<file path="config.mk">
export PLATFORM = sky130hd
export DESIGN_NAME = pcm_pwr_ctrl
export DESIGN_NICKNAME = d
export VERILOG_FILES = /design/src/rtl/pcm_pwr_pkg.sv /design/src/rtl/pcm_sync.sv /design/src/rtl/pcm_clk_detect.sv /design/src/rtl/pcm_idle_timer.sv /design/src/rtl/pcm_pwr_ctrl.sv
export SDC_FILE = /design/constraint.sdc
export NUM_CORES = 1
export LEC_CHECK = 0
export BUFFER_PORTS_ARGS = -buffer_cell sky130_fd_sc_hd__buf_2
export CAP_MARGIN = 20
export CELL_PAD_IN_SITES_DETAIL_PLACEMENT = 1
export CELL_PAD_IN_SITES_GLOBAL_PLACEMENT = 1
export CORE_MARGIN = 1.5
export CORE_UTILIZATION = 51
export CTS_CLUSTER_DIAMETER = 50
export DETAILED_ROUTE_END_ITERATION = 6
export MAX_ROUTING_LAYER = met4
export PLACE_DENSITY_LB_ADDON = 0.08
export SLEW_MARGIN = 20
export SYNTH_ARGS = -nofsm -noshare
export SYNTH_HDL_FRONTEND = slang
export SYNTH_SLANG_ARGS = --single-unit
</file>
<file path="constraint.sdc">
create_clock -name clk -period 3.56 [get_ports clk]
set_input_delay 0.356 -clock clk [delete_from_list [all_inputs] [get_ports clk]]
set_output_delay 0.356 -clock clk [all_outputs]
set_load 0.02 [all_outputs]
</file>
<file path="src/rtl/pcm_pwr_pkg.sv">
package pcm_pwr_pkg;
  typedef enum logic [1:0] {
    PS_ASLEEP = 2'd0,
    PS_ARMING = 2'd1,
    PS_LIVE   = 2'd2
  } pwr_state_e;
endpackage

</file>
<file path="src/rtl/pcm_sync.sv">
module pcm_sync #(
  parameter int WIDTH  = 1,
  parameter int STAGES = 2
) (
  input  logic             clk,
  input  logic             rst,
  input  logic [WIDTH-1:0] d,
  output logic [WIDTH-1:0] q
);
  logic [WIDTH-1:0] chain [STAGES];

  always_ff @(posedge clk) begin
    if (rst) begin
      for (int i = 0; i < STAGES; i++) chain[i] <= '0;
    end else begin
      chain[0] <= d;
      for (int i = 1; i < STAGES; i++) chain[i] <= chain[i-1];
    end
  end

  assign q = chain[STAGES-1];
endmodule

</file>
<file path="src/rtl/pcm_clk_detect.sv">
// Classifies a synchronized level as clocked or static using fixed windows.
module pcm_clk_detect #(
  parameter int WIN = 8
) (
  input  logic clk,
  input  logic rst,
  input  logic lvl,
  output logic clocked,
  output logic static_high
);
  localparam int CW = (WIN > 1) ? $clog2(WIN) : 1;

  logic          prev;
  logic [CW-1:0] win_cnt;
  logic          seen_r, seen_f;
  logic          rise, fall;

  assign rise = lvl & ~prev;
  assign fall = ~lvl & prev;

  always_ff @(posedge clk) begin
    if (rst) begin
      prev    <= 1'b0;
      win_cnt <= '0;
      seen_r  <= 1'b0;
      seen_f  <= 1'b0;
      clocked <= 1'b0;
    end else begin
      prev <= lvl;
      if (win_cnt == CW'(WIN - 1)) begin
        win_cnt <= '0;
        clocked <= (seen_r | rise) & (seen_f | fall);
        seen_r  <= 1'b0;
        seen_f  <= 1'b0;
      end else begin
        win_cnt <= win_cnt + 1'b1;
        seen_r  <= seen_r | rise;
        seen_f  <= seen_f | fall;
      end
    end
  end

  assign static_high = ~clocked & lvl;
endmodule

</file>
<file path="src/rtl/pcm_idle_timer.sv">
// Saturating inactivity counter; starts expired, reloads on kick.
module pcm_idle_timer #(
  parameter int LIMIT = 250000
) (
  input  logic clk,
  input  logic rst,
  input  logic kick,
  output logic idle
);
  localparam int TW = $clog2(LIMIT + 1);

  logic [TW-1:0] cnt;

  always_ff @(posedge clk) begin
    if (rst)                     cnt <= TW'(LIMIT);
    else if (kick)               cnt <= '0;
    else if (cnt != TW'(LIMIT))  cnt <= cnt + 1'b1;
  end

  assign idle = (cnt == TW'(LIMIT));
endmodule

</file>
<file path="src/rtl/pcm_pwr_ctrl.sv">
module pcm_pwr_ctrl
  import pcm_pwr_pkg::*;
#(
  parameter int SYNC_STAGES = 2,
  parameter int DET_WIN     = 8,
  parameter int IDLE_CYC    = 250000,
  parameter int ARM_PULSES  = 2
) (
  input  logic clk,
  input  logic rst,
  input  logic mclk_pd_i,
  input  logic fsx_i,
  input  logic fsr_i,
  output logic pwr_up_o,
  output logic ana_en_o,
  output logic dx_en_o
);
  localparam int CNTW = $clog2(ARM_PULSES + 1);

  logic [2:0] raw_in, sync_in;
  logic       s_pin, s_fsx, s_fsr;
  logic       fsx_prev, fsr_prev;
  logic       fsx_rise, fsr_rise;
  logic       pin_clocked, pin_off;
  logic       tx_idle, rx_idle, silence;

  pwr_state_e      st, st_n;
  logic [CNTW-1:0] arm_cnt, arm_cnt_n;

  assign raw_in = {mclk_pd_i, fsx_i, fsr_i};

  pcm_sync #(.WIDTH(3), .STAGES(SYNC_STAGES)) u_sync (
    .clk(clk), .rst(rst), .d(raw_in), .q(sync_in)
  );
  assign {s_pin, s_fsx, s_fsr} = sync_in;

  always_ff @(posedge clk) begin
    if (rst) begin
      fsx_prev <= 1'b0;
      fsr_prev <= 1'b0;
    end else begin
      fsx_prev <= s_fsx;
      fsr_prev <= s_fsr;
    end
  end
  assign fsx_rise = s_fsx & ~fsx_prev;
  assign fsr_rise = s_fsr & ~fsr_prev;

  pcm_clk_detect #(.WIN(DET_WIN)) u_pin_det (
    .clk(clk), .rst(rst), .lvl(s_pin),
    .clocked(pin_clocked), .static_high(pin_off)
  );

  pcm_idle_timer #(.LIMIT(IDLE_CYC)) u_tx_idle (
    .clk(clk), .rst(rst), .kick(fsx_rise), .idle(tx_idle)
  );
  pcm_idle_timer #(.LIMIT(IDLE_CYC)) u_rx_idle (
    .clk(clk), .rst(rst), .kick(fsr_rise), .idle(rx_idle)
  );
  assign silence = tx_idle & rx_idle;

  always_comb begin
    st_n      = st;
    arm_cnt_n = arm_cnt;
    unique case (st)
      PS_ASLEEP: begin
        arm_cnt_n = '0;
        if (!pin_off && (fsx_rise || fsr_rise)) begin
          arm_cnt_n = fsx_rise ? CNTW'(1) : '0;
          st_n = (arm_cnt_n >= CNTW'(ARM_PULSES)) ? PS_LIVE : PS_ARMING;
        end
      end
      PS_ARMING: begin
        if (fsx_rise && arm_cnt != CNTW'(ARM_PULSES)) arm_cnt_n = arm_cnt + 1'b1;
        if (arm_cnt_n >= CNTW'(ARM_PULSES)) st_n = PS_LIVE;
      end
      PS_LIVE: ;
      default: st_n = PS_ASLEEP;
    endcase
    if (st != PS_ASLEEP && (pin_off || silence)) begin
      st_n      = PS_ASLEEP;
      arm_cnt_n = '0;
    end
  end

  always_ff @(posedge clk) begin
    if (rst) begin
      st       <= PS_ASLEEP;
      arm_cnt  <= '0;
      pwr_up_o <= 1'b0;
      ana_en_o <= 1'b0;
      dx_en_o  <= 1'b0;
    end else begin
      st       <= st_n;
      arm_cnt  <= arm_cnt_n;
      pwr_up_o <= (st_n != PS_ASLEEP);
      ana_en_o <= (st_n != PS_ASLEEP);
      dx_en_o  <= (st_n == PS_LIVE);
    end
  end

  logic unused_ok;
  assign unused_ok = pin_clocked;
endmodule

</file>
==> summary.md <==
| Metric | Value |
|---|---|
| Cts hold-fix bufs | 0 |
| DP Wirelength | about 4300 µm |
| Slew @ Worst Pin | 0.633 ns |
| Syn_nets | 320 |
| CP max stage cell | or4b_4 |
| Die H | 75.4 µm |
| Multiplexer share of the synthesized area | under 10% |
| Fin. Hold Viols | 0 |
| # Post-CTS Setup Buffers | 0 |
| CP Depth | 5 |
| WHS Path Cells | 2 |
| Dominant synthesized flop cell | dfxtp_1 |
| Mapped cell area | around 2700 µm² |
| Post-synth EDFFs | 0 |
| Vias in the first global route | 2144 |
| H-tree lvl count | 3 |
| Antenna cells | 0 |
| CTS max path bufs | 2 |
| Area share of and/or/nand/nor cells after synthesis | between 30% and 40% |
| # rows | 26 |
| Remaining DRCs | 0 |
| Via count | approximately 2200 |
| IO buf count | 7 |
| Fmax | slightly below 500 MHz |
| Overall Power | 0.00153 W |
| RSZ-0062 raised after global routing | false |
| GRT Resource Usage Total | 24.9% |
| Post_cts resized | 0 |
| Critical path arrival | around 2.3 ns |
| Mapped Cells | 308 |
| Compound-Gate Fraction of Synth Area | around 10% |
| Worst Hold Class | in -> reg |
| GPL Wtd Cong | between 0.7 and 0.8 |
| ANT nets after route | 0 |
| Avg WL per Cell | 15.9 µm |
| CP required | roughly 3.8 ns |
| Core area | 5070 µm² |
| CP delay by family, top | simple AND/OR/NAND/NOR gates |
| Synth Area in Adders | about 3.3% |
| Register-to-Register Path Depth | 5 |
| Commonest non-fill, non-tap cells in the layout | dfxtp_1, nand2_1, nor2_1 |
| Total gr overflow | 0 |
| Mean Syn Cell Area | 8.67 µm² |
| Async SR Flop Fraction | 0% |
| Flops & latches, synth | 57 |
| Max Slew Vio Count | 0 |
| Buf/Inv on CP | 0 |
| Most common cell after layout, fill and taps aside | dfxtp_1 |
| Crit Path Category | reg -> reg |
| Worst VDD drop | approximately 450 µV |
| Clock sink count | between 50 and 60 |
| Share of layout cells above drive strength 1 | under 10% |
| Io pins | 8 |
| CTS clock-pin slew for the worst setup and hold paths | 0.07 ns |
| Initial Util | 52.6% |
| Sum of negative setup slack | 0 ns |
| Crit-path cells | ha_1, and4_4, or4b_4, and3_1, or3_1 |
| Ys Warns | 0 |
| Status | completed |
| DRT iter0 DRCs | 76 |
| Die area | 5680 µm² |
| Initial antenna violation count | 0 |
| Clk Latency, worst-skew pair | between 0.3 and 0.4 ns |
| Clock Skew | 0.00603 ns |
| Cell variety after synth | 52 |
| Leakage | 1.08 nW |
| TritonCTS buffer count | 9 |
| Max-cap check violation count | 0 |
| CTS tree | yes |
| Largest net degree at the start of global routing | 34 |
| Crit-path max cell delay | 0.48 ns |
| Fillers | 620 |
| Min cycle time layout | 2.08 ns |
| Finished Layout Cells | roughly 390 |
| Area Overhead vs Synth | 9.88% |
| CP Max Fanout | 5 |
| Post-Route WL | 6170 µm |
| Largest family of logic cells by synthesized area | simple AND/OR/NAND/NOR gates |
| Post-synthesis sequential area ratio | 42.7% |
| Post-synthesis xor/xnor area fraction | between 6 and 7% |
| Tcrit/Tclk final | slightly below 60% |
| First-pass GRT wire length | about 10000 µm |
| Placed Cells | roughly 370 |
| Vias per cell | 5.71 |
| Die width | ~75 µm |
| Clock Tree Root | clkbuf_8 |
| # setup viols final | 0 |
| Crit end category | flip-flop |
| Power per Cell Area | 521 nW/µm² |
| Slew HR | between 50% and 60% |
| Critical Path Source Type | flip-flop |
| First-pass iteration count of the detailed router | 4 |
| Nets | approximately 330 |
==> Yosys cell counts, types with 7 or more instances <==
cell | n | area share, %
nor4_1 | 9 | 2.1
nand2_1 | 28 | 3.9
a21o_1 | 7 | 2.0
clkbuf_1 | 10 | 1.4
inv_1 | 14 | 2.0
nor3_1 | 16 | 3.0
nand2b_1 | 8 | 1.9
xor2_1 | 7 | 2.3
dfxtp_1 | 57 | 43
nand4_1 | 10 | 2.3
nand3_1 | 16 | 3.0
nor2_1 | 27 | 3.8
nor2b_1 | 11 | 2.6
a21oi_1 | 7 | 1.3
ha_1 | 7 | 3.3
xnor2_1 | 12 | 3.9
==> path summary, 6_finish.rpt <==
kind | end | startpoint | slack [ns]
max | u_rx_idle.cnt[14]$_SDFFE_PP1P_ | u_rx_idle.cnt[1]$_SDFFE_PP0N_ | 1.48
min | u_sync.chain[0][2]$_SDFF_PP0_ | mclk_pd_i | 0.21
max reg2reg | u_rx_idle.cnt[14]$_SDFFE_PP1P_ | u_rx_idle.cnt[1]$_SDFFE_PP0N_ | 1.48
min reg2reg | u_sync.chain[0][5]$_SDFF_PP0_ | u_sync.chain[0][2]$_SDFF_PP0_ | 0.44
==> logic make-up after synthesis <==
group | after synthesis
fa+ha+maj | 7
mux | 5
flops | 57
compound gates | 41
xor+xnor | 19
buf+inv | 27
simple gates | 152
==> report_power, final <==
group	leakage (nW)	switching (W)	internal (W)	total, W
Sequential	0.465	0.0000419	0.000676	0.000718
Clock	0.0953	0.000269	0.000339	0.000608
Combinational	0.523	0.000119	0.0000845	0.000203
Total	1.08	0.000430	0.00110	0.00153
==> sequential cells by signal, summed over array words and instances, names as in the netlist, 2 cells and up <==
register,cells
u_pin_det.win_cnt,3
u_sync.chain,6
arm_cnt,2
u_rx_idle.cnt,18
st,2
u_tx_idle.cnt,18
==> worst reg2reg max path: stages (launching register included) <==
cell,delay [ns]
dfxtp_1,0.40
ha_1,0.26
and4_4,0.28
or4b_4,0.48
and3_1,0.20
or3_1,0.33
==> per-stage QoR <==
step	hold slack, ns	setup slack, ns	util (%)	cell area (µm²)
floorplan	0.404	1.65	-	2670
global placement	0.415	1.56	54.0	2740
detailed placement	0.431	1.50	54.0	2740
CTS	0.209	1.48	57.8	2940
global route	0.214	1.39	57.8	2940
finish	0.213	1.48	57.8	2940
==> layer usage <==
metal	GRT usage, %	routed length (µm)
met5	-	0
met4	12.9	148
met3	5.82	159
met2	39.6	2960
met1	29.4	2900
==> cell type report <==
| cell class | instances | area [µm²] | share of cell area, % |
|---|---|---|---|
| repair buffers | 7 | 35.0 | 1.19 |
| well taps | 70 | 87.6 | 2.98 |
| inverters | 14 | 52.6 | 1.79 |
| clock buffers | 11 | 141 | 4.82 |
| flip-flops and latches | 57 | 1140 | 38.9 |
| clock inverters | 5 | 55.1 | 1.88 |
| multi-input cells | 224 | 1420 | 48.5 |
(Power assumes the default switching activity.)
